==> src/rtl/wdw_pkg.sv <==
package wdw_pkg;

  // Period length in timebase ticks for a given select code.
  function automatic logic [31:0] period_ticks(input logic [1:0] sel,
                                               input logic [31:0] base);
    return base << (2'd3 - sel);
  endfunction

  // Tick count at which the open half of the period begins.
  function automatic logic [31:0] open_start(input logic [1:0] sel,
                                             input logic [31:0] base);
    return period_ticks(sel, base) >> 1;
  endfunction

endpackage

==> src/rtl/wdw_timer.sv <==
module wdw_timer
  import wdw_pkg::*;
#(
  parameter int unsigned BASE_TICKS = 4
) (
  input  logic       clk,
  input  logic       rst_n,
  input  logic       en,
  input  logic       tick,
  input  logic       clr_strobe,
  input  logic [1:0] per_sel,
  output logic       win_open,
  output logic       fault_evt,
  output logic       clr_ok
);
  localparam int unsigned MAXP = BASE_TICKS * 8;
  localparam int unsigned CW   = $clog2(MAXP);

  logic [CW-1:0] cnt_q;
  logic [1:0]    sel_q;
  logic [31:0]   cnt_w;
  logic [31:0]   plen;
  logic          early_clr;
  logic          timeout;
  logic          restart;

  assign cnt_w     = 32'(cnt_q);
  assign plen      = period_ticks(sel_q, 32'(BASE_TICKS));
  assign win_open  = en && (cnt_w >= open_start(sel_q, 32'(BASE_TICKS)));
  assign clr_ok    = en && clr_strobe && win_open;
  assign early_clr = en && clr_strobe && !win_open;
  assign timeout   = en && tick && !clr_ok && (cnt_w == plen - 32'd1);
  assign fault_evt = early_clr || timeout;
  assign restart   = !en || fault_evt || clr_ok;

  always_ff @(posedge clk or negedge rst_n) begin
    if (!rst_n) begin
      cnt_q <= '0;
      sel_q <= '0;
    end else if (restart) begin
      cnt_q <= '0;
      sel_q <= per_sel;
    end else if (tick) begin
      cnt_q <= cnt_q + 1'b1;
    end
  end

endmodule

==> src/rtl/wdw_pulse.sv <==
module wdw_pulse #(
  parameter int unsigned PULSE_LEN = 16
) (
  input  logic clk,
  input  logic rst_n,
  input  logic trig,
  output logic pulse
);
  localparam int unsigned PW = $clog2(PULSE_LEN + 1);

  logic [PW-1:0] left_q;

  always_ff @(posedge clk or negedge rst_n) begin
    if (!rst_n)               left_q <= '0;
    else if (trig)            left_q <= PW'(PULSE_LEN);
    else if (left_q != '0)    left_q <= left_q - 1'b1;
  end

  assign pulse = (left_q != '0);

endmodule

==> src/rtl/wdw_flag.sv <==
module wdw_flag (
  input  logic clk,
  input  logic rst_n,
  input  logic set_i,
  input  logic clr_i,
  output logic flag
);
  always_ff @(posedge clk or negedge rst_n) begin
    if (!rst_n)     flag <= 1'b0;
    else if (set_i) flag <= 1'b1;
    else if (clr_i) flag <= 1'b0;
  end
endmodule

==> src/rtl/win_watchdog.sv <==
module win_watchdog #(
  parameter int unsigned BASE_TICKS = 4,
  parameter int unsigned PULSE_LEN  = 16
) (
  input  logic       clk,
  input  logic       rst_n,
  input  logic       en,
  input  logic       tick,
  input  logic       clr_strobe,
  input  logic [1:0] per_sel,
  input  logic       flag_clr,
  output logic       rst_req,
  output logic       wd_flag,
  output logic       win_open
);
  logic fault_evt;
  logic clr_ok;

  wdw_timer #(.BASE_TICKS(BASE_TICKS)) u_timer (
    .clk(clk), .rst_n(rst_n), .en(en), .tick(tick),
    .clr_strobe(clr_strobe), .per_sel(per_sel),
    .win_open(win_open), .fault_evt(fault_evt), .clr_ok(clr_ok)
  );

  wdw_pulse #(.PULSE_LEN(PULSE_LEN)) u_pulse (
    .clk(clk), .rst_n(rst_n), .trig(fault_evt), .pulse(rst_req)
  );

  wdw_flag u_flag (
    .clk(clk), .rst_n(rst_n), .set_i(fault_evt), .clr_i(flag_clr),
    .flag(wd_flag)
  );

endmodule

==> config.mk <==
export PLATFORM = sky130hd
export DESIGN_NAME = win_watchdog
export DESIGN_NICKNAME = d
export VERILOG_FILES = /design/src/rtl/wdw_pkg.sv /design/src/rtl/wdw_timer.sv /design/src/rtl/wdw_pulse.sv /design/src/rtl/wdw_flag.sv /design/src/rtl/win_watchdog.sv
export SDC_FILE = /design/constraint.sdc
export NUM_CORES = 1
export LEC_CHECK = 0
export ABC_AREA = 1
export ABC_CLOCK_PERIOD_IN_PS = 2100
export BUFFER_PORTS_ARGS = -buffer_cell sky130_fd_sc_hd__buf_4
export CORE_MARGIN = 4
export CORE_UTILIZATION = 49
export CTS_BUF_LIST = sky130_fd_sc_hd__clkbuf_4
export DETAILED_ROUTE_END_ITERATION = 16
export PLACE_DENSITY = 0.69
export SETUP_SLACK_MARGIN = 0.5
export SLEW_MARGIN = 20
export SYNTH_ARGS = -nofsm -noshare
export SYNTH_HDL_FRONTEND = slang
export SYNTH_SLANG_ARGS = --single-unit
==> constraint.sdc <==
create_clock -name clk -period 2.1 [get_ports clk]
set_input_delay 0.315 -clock clk [delete_from_list [all_inputs] [get_ports clk]]
set_output_delay 0.315 -clock clk [all_outputs]
set_load 0.02 [all_outputs]
Yosys cells after proc, flatten, opt, wreduce, memory -nomap -nowiden
Index checks and enable logic that the tools add are counted.

cells by class
  add/subtract/negate cells = 4
  multipliers = 0
  divide/modulo/power cells = 0
  magnitude comparators = 1
  equal/unequal tests = 1
  shift operators = 1
  multiplexer cells = 6
  bitwise gates (word level) = 0
  reduce and logical (&&, ||, !) cells = 17

operators by type and width
  operator               number
  $eq 5x32->1            1
  $shl 3x2->32 const A   1
  $sub 32x1->32 const B  1
  $ge 5x31->1            1
  $mux 5                 4
  $logic_and 1x1->1      7
  $reduce_bool 2->1      3
  $add 5x1->5 const B    1
  $reduce_bool 5->1      1
  $sub 5x1->5 const B    1
  $logic_not 1->1        3
  $logic_or 1x1->1       3
  $mux 1                 2
  $sub 2x2->2 const A    1

storage, ports and cells
  register bits = 13
  latch bits = 0
  memory bits (writable) = 0
  memory bits (read-only) = 0
  bits of input ports = 8
  output and inout bits = 3
  word-level logic and storage cells = 34
  memories = 0

Longest topological paths before layout
Gate-level depths: netlist (run 1).

  word-level depth = 12
  mapped depth = 11
  mapped depth without buffers = 11

Modules after synthesis
Synthesis (run 1) repeated with hierarchy kept, for this count alone.

unflattened totals
  cells, all modules = 106
  area, all modules = 829.5 sq um

modules (own cells, without submodules)
  module     times used  cells an instance  area an instance (sq um)  seq. area each (sq um)
  wdw_timer  1           68                 529.3                     175.2
  wdw_pulse  1           33                 260.2                     125.1
  wdw_flag   1           5                  40.0                      25.0

Worst setup path after synthesis (run 1)
Ideal clock, no wire load.

  kind = flip-flop to output port
  start point = register u_timer.sel_q[1]
  end point = output port win_open
  data arrival time = 1,548 ps
  required time = 1,785 ps
  setup slack = 237 ps
  cell stages (with the launch flop) = 8
  buffers on the path = 0
  cell sequence = dfrtp_1 > inv_1 > or2_2 > ha_1 > nand2_1 > nand3b_1 > nand2_1 > a21oi_1

between the ends
  word-level cells in the longest chain between the ends = 4

RTL lines
  element                 RTL line            text
  from (decl)             wdw_timer.sv:20     logic [1:0] sel_q;
  from (signal assigned)  wdw_timer.sv:42     sel_q <= per_sel;
  $sub 2x2->2             wdw_pkg.sv:6        return base << (2'd3 - sel);
  $shl 3x2->32            wdw_pkg.sv:6
  $ge 5x31->1             wdw_timer.sv:29     assign win_open = en && (cnt_w >= open_start(sel_q, 32'(BASE_TICKS)));
  $logic_and 1x1->1       wdw_timer.sv:29
  to (decl)               win_watchdog.sv:14  output logic win_open

Every way passes these cells.

Worst setup path in the final report (run 1)
  start point = register u_timer.sel_q[0]
  end point = output port win_open

Same word-level chain as after synthesis.

==> run_summary.xml, run 1 <==
<?xml version="1.0" encoding="UTF-8"?>
<metrics>
  <group name="run_status">
    <metric name="status" unit="">finished, final reports clean</metric>
  </group>
  <group name="critical_path">
    <metric name="end_kind" unit="">primary output</metric>
    <metric name="worstPathCellList" unit="">nor2_2, inv_1, ha_1, a21oi_2, a21oi_4, buf_6</metric>
    <metric name="worst-endpoint-arrival" unit="ns">1.71</metric>
    <metric name="cpPeakStageDelay" unit="ns">0.46</metric>
    <metric name="crit_fanout" unit="">6</metric>
    <metric name="worst-setup-path-type" unit="">register to primary output</metric>
    <metric name="critPathLaunchType" unit="">register</metric>
    <metric name="crit_required" unit="ns">1.78</metric>
    <metric name="crit_slowest_cell" unit="">sky130_fd_sc_hd__dfrtp_2</metric>
  </group>
  <group name="place">
    <metric name="placement.io_buffers" unit="">10</metric>
    <metric name="dp_hpwl" unit="um">1310</metric>
    <metric name="globalplace.congestion" unit="">0.812</metric>
    <metric name="numPlacedInstances" unit="">143</metric>
  </group>
  <group name="timing">
    <metric name="finalClockSkew" unit="ns">0.00260</metric>
    <metric name="pin_slew_with_the_least_headroom_to_its_limit" unit="ns">0.488</metric>
    <metric name="fmax" unit="MHz">493</metric>
    <metric name="final-setup-viol-count" unit="">0</metric>
    <metric name="final_period_minus_worst_setup_slack" unit="ns">2.03</metric>
    <metric name="rsz0062_at_grt" unit="">true</metric>
    <metric name="headroom_to_the_max_slew_limit" unit="%">67.4</metric>
    <metric name="layout_worst_path_cycle_share" unit="%">96.6</metric>
    <metric name="fin_worst_hold_slack" unit="ns">0.252</metric>
    <metric name="finalMaxSlewViolations" unit="">0</metric>
    <metric name="hold_violations" unit="">0</metric>
  </group>
  <group name="detailed_routing">
    <metric name="finalWirelength" unit="um">1890</metric>
    <metric name="drt-wirelength-per-cell" unit="um">12.1</metric>
    <metric name="drt_pre_antenna_iters" unit="">4</metric>
    <metric name="detail_route.iter0.violations" unit="">9</metric>
    <metric name="drtAntennaViolNets" unit="">0</metric>
    <metric name="vias_per_cell" unit="">4.83</metric>
    <metric name="detail_route.drc_violations" unit="">0</metric>
    <metric name="dr_total_vias" unit="">758</metric>
  </group>
  <group name="grt">
    <metric name="global_route_wire_length_before_repair" unit="um">3240</metric>
    <metric name="first_global_vias" unit="">756</metric>
    <metric name="global_route_usage_over_all_layers" unit="%">16.8</metric>
    <metric name="grt_antenna_before_repair" unit="">0</metric>
    <metric name="grt_start_max_net_pins" unit="">14</metric>
    <metric name="global_route.overflow_total" unit="">0</metric>
  </group>
  <group name="clock_tree">
    <metric name="cts_htree_levels" unit="">1</metric>
    <metric name="cts.clk_slew.worst_paths" unit="ns">0.07</metric>
    <metric name="tritoncts_clock_tree" unit="">built</metric>
    <metric name="numCtsBuffers" unit="">3</metric>
    <metric name="clock_sink_count" unit="">13</metric>
    <metric name="clock_path_buffers" unit="">2</metric>
    <metric name="clkLatencyLatePin" unit="ns">0.26</metric>
    <metric name="cts-root-buf" unit="">sky130_fd_sc_hd__clkbuf_4</metric>
  </group>
  <group name="power">
    <metric name="clock_power_share" unit="%">15.6</metric>
    <metric name="p_seq_share" unit="%">33.7</metric>
    <metric name="swShare" unit="%">37.8</metric>
    <metric name="leakage" unit="uW">0.000601</metric>
    <metric name="netSwitchingPower" unit="uW">390</metric>
    <metric name="share_comb_of_total_power" unit="%">50.7</metric>
    <metric name="p_int" unit="uW">641</metric>
    <metric name="power_density" unit="mW/mm2">824</metric>
    <metric name="worst_supply_voltage_drop_on_vdd" unit="mV">0.727</metric>
  </group>
  <group name="die">
    <metric name="height_of_the_chip" unit="um">50.2</metric>
    <metric name="placementRows" unit="">14</metric>
    <metric name="die_area" unit="mm2">0.00252</metric>
    <metric name="dieWidth" unit="um">50.2</metric>
    <metric name="initial_utilization" unit="%">54.7</metric>
    <metric name="core_area" unit="mm2">0.00159</metric>
    <metric name="design.portCount" unit="">11</metric>
  </group>
  <group name="logic_synthesis">
    <metric name="postSynthRegisterBits" unit="">13</metric>
    <metric name="syn-num-nets" unit="">125</metric>
    <metric name="post_synth.cell_area_avg" unit="um2">8.00</metric>
    <metric name="synth.lib_cells_used.distinct" unit="">20</metric>
    <metric name="post_synth_instance_area" unit="um2">872</metric>
    <metric name="synth-seq-area-share" unit="%">37.3</metric>
    <metric name="post_synth_inst_count" unit="">109</metric>
    <metric name="synth_warnings" unit="">0</metric>
  </group>
  <group name="run">
    <metric name="max-cap-violations" unit="">0</metric>
  </group>
  <group name="layout">
    <metric name="diodes" unit="">0</metric>
    <metric name="drive_above_1_share" unit="%">47.4</metric>
    <metric name="area_delta_synth_final" unit="%">43.5</metric>
    <metric name="num-nets-final" unit="">150</metric>
    <metric name="final-instance-count-excl-fill" unit="">157</metric>
  </group>
  <group name="min_path">
    <metric name="worstHoldPathType" unit="">input port to register</metric>
  </group>
</metrics>
## layer usage
metal  track usage, %  vias to the layer above  part of all wire, %  wire (um)
met3             4.44                        4                  3.8         72
met4             5.53                        0                  1.5         29
met1             21.7                      354                   45        860
met5                0                        -                    0          0
li1                 -                      388                    -          -
met2             27.4                       12                   49        930
## timing repair
action                                 4_1_cts  5_1_grt
endpoints found under the hold margin       13        0
setup buffers                                6        3
pin swaps                                    8        8
hold buffers                                 1        0
gates resized for setup                     20       15
setup endpoints to repair                   15       15
## area by class of cell
class	instances	area, um2
Clock buffer	4	30.0
Fill cell	109	343
Inverter	16	60.1
Multi-Input combinational cell	80	643
Sequential cell	13	328
Tap cell	24	30.0
Timing Repair Buffer	20	160
## path summary, 6_finish.rpt
| check | start | depth (start not counted) | end | slack (ns) |
|---|---|---|---|---|
| worst max-delay path | u_timer.sel_q[0] | 6 | win_open | 0.07 |
| worst min-delay path | per_sel[1] | 3 | u_timer.sel_q[1] | 0.25 |
| worst max register to register | u_timer.sel_q[0] | 11 | u_flag.flag | 0.28 |
| worst min register to register | u_flag.flag | 2 | u_flag.flag | 0.51 |
| max in group asynchronous | rst_n | 2 | u_timer.sel_q[1] | 1.51 |
| min in group asynchronous | rst_n | 2 | u_timer.cnt_q[4] | 0.42 |
## state kept, by name (all words and copies together), names as in the netlist
name and count:
u_pulse.left_q 5, u_timer.cnt_q 5, u_timer.sel_q 2, u_flag.flag 1
## Yosys cell counts
master	number	area share, %
sky130_fd_sc_hd__nand2_2	4	2.9
sky130_fd_sc_hd__or2_2	1	0.72
sky130_fd_sc_hd__a21oi_1	6	3.4
sky130_fd_sc_hd__nand3_1	4	2.3
sky130_fd_sc_hd__nand3b_1	1	0.86
sky130_fd_sc_hd__nand2_1	26	11
sky130_fd_sc_hd__dfrtp_1	13	37
sky130_fd_sc_hd__inv_1	16	6.9
sky130_fd_sc_hd__ha_1	8	11
sky130_fd_sc_hd__nand4_1	1	0.72
sky130_fd_sc_hd__o21ai_0	1	0.57
sky130_fd_sc_hd__nor2_1	10	4.3
sky130_fd_sc_hd__xnor2_1	1	1.0
sky130_fd_sc_hd__nand2_4	3	3.9
sky130_fd_sc_hd__xor2_1	6	6.0
sky130_fd_sc_hd__nor3_1	3	1.7
sky130_fd_sc_hd__nor2_4	1	1.3
sky130_fd_sc_hd__mux2i_1	1	1.1
sky130_fd_sc_hd__nor2_2	2	1.4
sky130_fd_sc_hd__a21o_1	1	0.86
## cells by family (layout without fill, tap and decap cells)
group | Yosys count | after routing | synth area share, %
buffers and inverters | 16 | 40 | 6.89
AOI/OAI and AO/OA | 8 | 8 | 4.88
DFF | 13 | 13 | 37.3
muxes | 1 | 1 | 1.15
and+or+nand+nor | 56 | 56 | 31.3
xor gates and xnor gates | 7 | 7 | 7.03
adders and majority gates | 8 | 8 | 11.5
## per-stage QoR
step / instance area [um2] / setup WS, ns / util (%) / total power, uW / setup TNS, ns
global placement: 1010 / 0.333 / 63.4 / 675 / 0
finish: 1250 / 0.0721 / 78.5 / 1030 / 0
detailed placement: 1010 / 0.283 / 63.4 / 681 / 0
global route: 1250 / -0.0155 / 78.5 / 1130 / -0.0155
CTS: 1160 / 0.0921 / 73.0 / 949 / 0
floorplan: 906 / 0.426 / - / 599 / 0
## worst max-delay path: cells and delay by family, from the launching register on
| family | cells | cell delay [ns] |
|---|---|---|
| AOI/OAI and AO/OA | 2 | 0.35 |
| adders and majority gates | 1 | 0.30 |
| buffers and inverters | 2 | 0.19 |
| DFF | 1 | 0.46 |
| and+or+nand+nor | 1 | 0.14 |
## power groups by stage
stage | registers (uW) | logic, uW | clock network [uW]
4_1_cts | 345 | 438 | 166
6_report | 348 | 522 | 161
5_1_grt | 353 | 596 | 183
3_5_place_dp | 347 | 333 | 0
2_1_floorplan | 342 | 257 | 0
3_3_place_gp | 345 | 331 | 0
## layout by cell type (no fill, tap or decap)
| cell type | n |
|---|---|
| sky130_fd_sc_hd__nand3_1 | 3 |
| sky130_fd_sc_hd__dlygate4sd3_1 | 1 |
| sky130_fd_sc_hd__ha_1 | 5 |
| sky130_fd_sc_hd__buf_4 | 17 |
| sky130_fd_sc_hd__nor3_1 | 3 |
| sky130_fd_sc_hd__xnor2_1 | 1 |
| sky130_fd_sc_hd__mux2i_1 | 1 |
| sky130_fd_sc_hd__dfrtp_2 | 2 |
| sky130_fd_sc_hd__nand2_8 | 3 |
| sky130_fd_sc_hd__nand2_4 | 3 |
| sky130_fd_sc_hd__inv_2 | 4 |
| sky130_fd_sc_hd__xor2_1 | 6 |
| sky130_fd_sc_hd__o21ai_0 | 1 |
| sky130_fd_sc_hd__or2_4 | 1 |
| sky130_fd_sc_hd__nand2_2 | 10 |
| sky130_fd_sc_hd__nor2_1 | 6 |
| sky130_fd_sc_hd__nor2_4 | 1 |
| sky130_fd_sc_hd__nand4_1 | 1 |
| sky130_fd_sc_hd__a21o_1 | 1 |
| sky130_fd_sc_hd__buf_6 | 2 |
| sky130_fd_sc_hd__clkbuf_4 | 4 |
| sky130_fd_sc_hd__nand3b_1 | 1 |
| sky130_fd_sc_hd__ha_4 | 3 |
| sky130_fd_sc_hd__nand3_2 | 1 |
| sky130_fd_sc_hd__dfrtp_1 | 11 |
| sky130_fd_sc_hd__inv_1 | 12 |
| sky130_fd_sc_hd__nor2_2 | 6 |
| sky130_fd_sc_hd__a21oi_4 | 2 |
| sky130_fd_sc_hd__a21oi_2 | 4 |
| sky130_fd_sc_hd__nand2_1 | 17 |
Power figures use the tool's default switching activity.
==> inputs of run 2 (changes only) <==
--- a/config.mk
+++ b/config.mk
@@ -8,11 +8,11 @@
 export ABC_AREA = 1
 export ABC_CLOCK_PERIOD_IN_PS = 2100
 export BUFFER_PORTS_ARGS = -buffer_cell sky130_fd_sc_hd__buf_4
+export CORE_ASPECT_RATIO = 0.6
 export CORE_MARGIN = 4
-export CORE_UTILIZATION = 49
+export CORE_UTILIZATION = 25
 export CTS_BUF_LIST = sky130_fd_sc_hd__clkbuf_4
 export DETAILED_ROUTE_END_ITERATION = 16
-export PLACE_DENSITY = 0.69
 export SETUP_SLACK_MARGIN = 0.5
 export SLEW_MARGIN = 20
 export SYNTH_ARGS = -nofsm -noshare
==> run_summary.xml, run 2 (synthesized netlist as in run 1, its figures left out) <==
<?xml version="1.0" encoding="UTF-8"?>
<metrics>
  <group name="power">
    <metric name="clock_power_share" unit="%">16.4</metric>
    <metric name="leakage" unit="uW">0.000596</metric>
    <metric name="swShare" unit="%">37.5</metric>
    <metric name="worst_supply_voltage_drop_on_vdd" unit="mV">0.283</metric>
    <metric name="share_comb_of_total_power" unit="%">49.1</metric>
    <metric name="netSwitchingPower" unit="uW">381</metric>
    <metric name="p_int" unit="uW">635</metric>
    <metric name="power_density" unit="mW/mm2">827</metric>
    <metric name="p_seq_share" unit="%">34.5</metric>
  </group>
  <group name="clock_tree">
    <metric name="numCtsBuffers" unit="">3</metric>
    <metric name="clock_path_buffers" unit="">2</metric>
    <metric name="clock_sink_count" unit="">13</metric>
    <metric name="tritoncts_clock_tree" unit="">built</metric>
    <metric name="cts-root-buf" unit="">sky130_fd_sc_hd__clkbuf_4</metric>
    <metric name="cts.clk_slew.worst_paths" unit="ns">0.08</metric>
    <metric name="clkLatencyLatePin" unit="ns">0.27</metric>
    <metric name="cts_htree_levels" unit="">1</metric>
  </group>
  <group name="die">
    <metric name="core_area" unit="mm2">0.00330</metric>
    <metric name="initial_utilization" unit="%">26.4</metric>
    <metric name="placementRows" unit="">16</metric>
    <metric name="dieWidth" unit="um">84.3</metric>
    <metric name="die_area" unit="mm2">0.00453</metric>
    <metric name="height_of_the_chip" unit="um">53.8</metric>
    <metric name="design.portCount" unit="">11</metric>
  </group>
  <group name="layout">
    <metric name="drive_above_1_share" unit="%">44.4</metric>
    <metric name="commonest_non_fill_non_tap_cells_in_the_layout" unit="">sky130_fd_sc_hd__nand2_1 (19), sky130_fd_sc_hd__buf_4 (17), sky130_fd_sc_hd__inv_1 (12), sky130_fd_sc_hd__dfrtp_1 (12), sky130_fd_sc_hd__nand2_2 (11)</metric>
    <metric name="layout.cell_area.non_filler" unit="mm2">0.00123</metric>
    <metric name="final-instance-count-excl-fill" unit="">178</metric>
    <metric name="reg_top3" unit="">u_pulse.left_q x5, u_timer.cnt_q x5, u_timer.sel_q x2</metric>
    <metric name="num-nets-final" unit="">150</metric>
    <metric name="layout.cells.most_common" unit="">sky130_fd_sc_hd__nand2_1</metric>
    <metric name="diodes" unit="">0</metric>
    <metric name="finalCoreUtilization" unit="%">37.2</metric>
    <metric name="n_fill_cell" unit="">331</metric>
    <metric name="area_delta_synth_final" unit="%">40.9</metric>
  </group>
  <group name="detailed_routing">
    <metric name="drt_pre_antenna_iters" unit="">4</metric>
    <metric name="drtAntennaViolNets" unit="">0</metric>
    <metric name="drt-wirelength-per-cell" unit="um">11.2</metric>
    <metric name="dr_total_vias" unit="">750</metric>
    <metric name="vias_per_cell" unit="">4.21</metric>
    <metric name="detail_route.iter0.violations" unit="">41</metric>
    <metric name="finalWirelength" unit="um">2000</metric>
    <metric name="detail_route.drc_violations" unit="">0</metric>
  </group>
  <group name="min_path">
    <metric name="worstHoldPathType" unit="">input port to register</metric>
    <metric name="min_path_cells" unit="">3</metric>
  </group>
  <group name="timing">
    <metric name="fmax" unit="MHz">479</metric>
    <metric name="final_period_minus_worst_setup_slack" unit="ns">2.09</metric>
    <metric name="final-setup-viol-count" unit="">0</metric>
    <metric name="fin_worst_hold_slack" unit="ns">0.246</metric>
    <metric name="layout_worst_path_cycle_share" unit="%">99.4</metric>
    <metric name="pin_slew_with_the_least_headroom_to_its_limit" unit="ns">0.470</metric>
    <metric name="rsz0062_at_grt" unit="">true</metric>
    <metric name="setup_slack" unit="ns">0.0119</metric>
    <metric name="finalMaxSlewViolations" unit="">0</metric>
    <metric name="hold_violations" unit="">0</metric>
    <metric name="finalClockSkew" unit="ns">0.00355</metric>
    <metric name="headroom_to_the_max_slew_limit" unit="%">68.6</metric>
  </group>
  <group name="critical_path">
    <metric name="crit_required" unit="ns">1.78</metric>
    <metric name="worst-endpoint-arrival" unit="ns">1.77</metric>
    <metric name="crit_fanout" unit="">4</metric>
    <metric name="worst-setup-path-type" unit="">register to primary output</metric>
    <metric name="critPathLaunchType" unit="">register</metric>
    <metric name="length_in_cells_of_the_worst_reg_to_reg_path" unit="">12</metric>
    <metric name="end_kind" unit="">primary output</metric>
  </group>
  <group name="grt">
    <metric name="global_route_wire_length_before_repair" unit="um">3390</metric>
    <metric name="first_global_vias" unit="">768</metric>
    <metric name="global_route_usage_over_all_layers" unit="%">9.50</metric>
    <metric name="global_route.overflow_total" unit="">0</metric>
    <metric name="grt_antenna_before_repair" unit="">0</metric>
    <metric name="grt_start_max_net_pins" unit="">14</metric>
  </group>
  <group name="place">
    <metric name="dp_hpwl" unit="um">1430</metric>
    <metric name="numPlacedInstances" unit="">164</metric>
    <metric name="globalplace.congestion" unit="">0.754</metric>
    <metric name="postPlaceCellArea" unit="mm2">0.00104</metric>
    <metric name="placement.io_buffers" unit="">10</metric>
    <metric name="placement.setup.worst_slack" unit="ns">0.278</metric>
  </group>
  <group name="run_status">
    <metric name="status" unit="">finished, final reports clean</metric>
  </group>
  <group name="run">
    <metric name="max-cap-violations" unit="">0</metric>
  </group>
</metrics>
## run 2: metrics by stage
stage	total power (uW)	setup TNS, ns
after floorplan	599	0
after global placement	666	0
after detailed placement	683	0
after CTS	943	0
after global routing	1110	-0.0840
final	1020	0
## run 2: per-layer routing
metal | track usage, % | vias to the layer above | share of wire [%]
met5 | 0 | - | 0
met4 | 1.60 | 0 | 1.3
li1 | - | 389 | -
met3 | 3.21 | 2 | 5.3
met1 | 12.7 | 343 | 49
met2 | 15.3 | 16 | 44
## run 2: worst paths after layout
check	from	to	slack, ns
worst min-delay path	per_sel[0]	u_timer.sel_q[0]	0.25
min in group asynchronous	rst_n	u_pulse.left_q[0]	0.41
worst max-delay path	u_timer.sel_q[1]	win_open	0.01
worst max register to register	u_timer.sel_q[1]	u_pulse.left_q[4]	0.27
max in group asynchronous	rst_n	u_timer.sel_q[0]	1.51
worst min register to register	u_flag.flag	u_flag.flag	0.53
## run 2: critical path: stages, from the launching register on
cell                       delay, ns
sky130_fd_sc_hd__dfrtp_1        0.43
sky130_fd_sc_hd__inv_2          0.06
sky130_fd_sc_hd__or2_4          0.26
sky130_fd_sc_hd__ha_4           0.27
sky130_fd_sc_hd__nand2_1        0.04
sky130_fd_sc_hd__nand3b_1       0.09
sky130_fd_sc_hd__nand2_2        0.08
sky130_fd_sc_hd__a21oi_4        0.14
sky130_fd_sc_hd__buf_6          0.13
## run 2: layout make-up
cell class	instances	area [um2]	area share, %
multi-input cells	80	596	48.5
repair buffers	20	160	13.0
clock buffers	4	30.0	2.44
flip-flops and latches	13	327	26.6
well taps	45	56.3	4.58
inverters	16	60.1	4.89
## run 2: timing repair
item / CTS / global route
pin swaps: 5 / 5
hold endpoints to repair: 13 / 0
hold buffers: 1 / 0
buffers inserted: 7 / 2
resized for setup: 13 / 12
endpoints found under the setup margin: 15 / 15
## run 2: power groups by stage
stage | Sequential (uW) | Clock (uW) | Combinational [uW]
2_1_floorplan | 342 | 0 | 257
3_3_place_gp | 350 | 0 | 316
3_5_place_dp | 351 | 0 | 332
4_1_cts | 345 | 175 | 422
5_1_grt | 357 | 190 | 565
6_report | 350 | 167 | 498
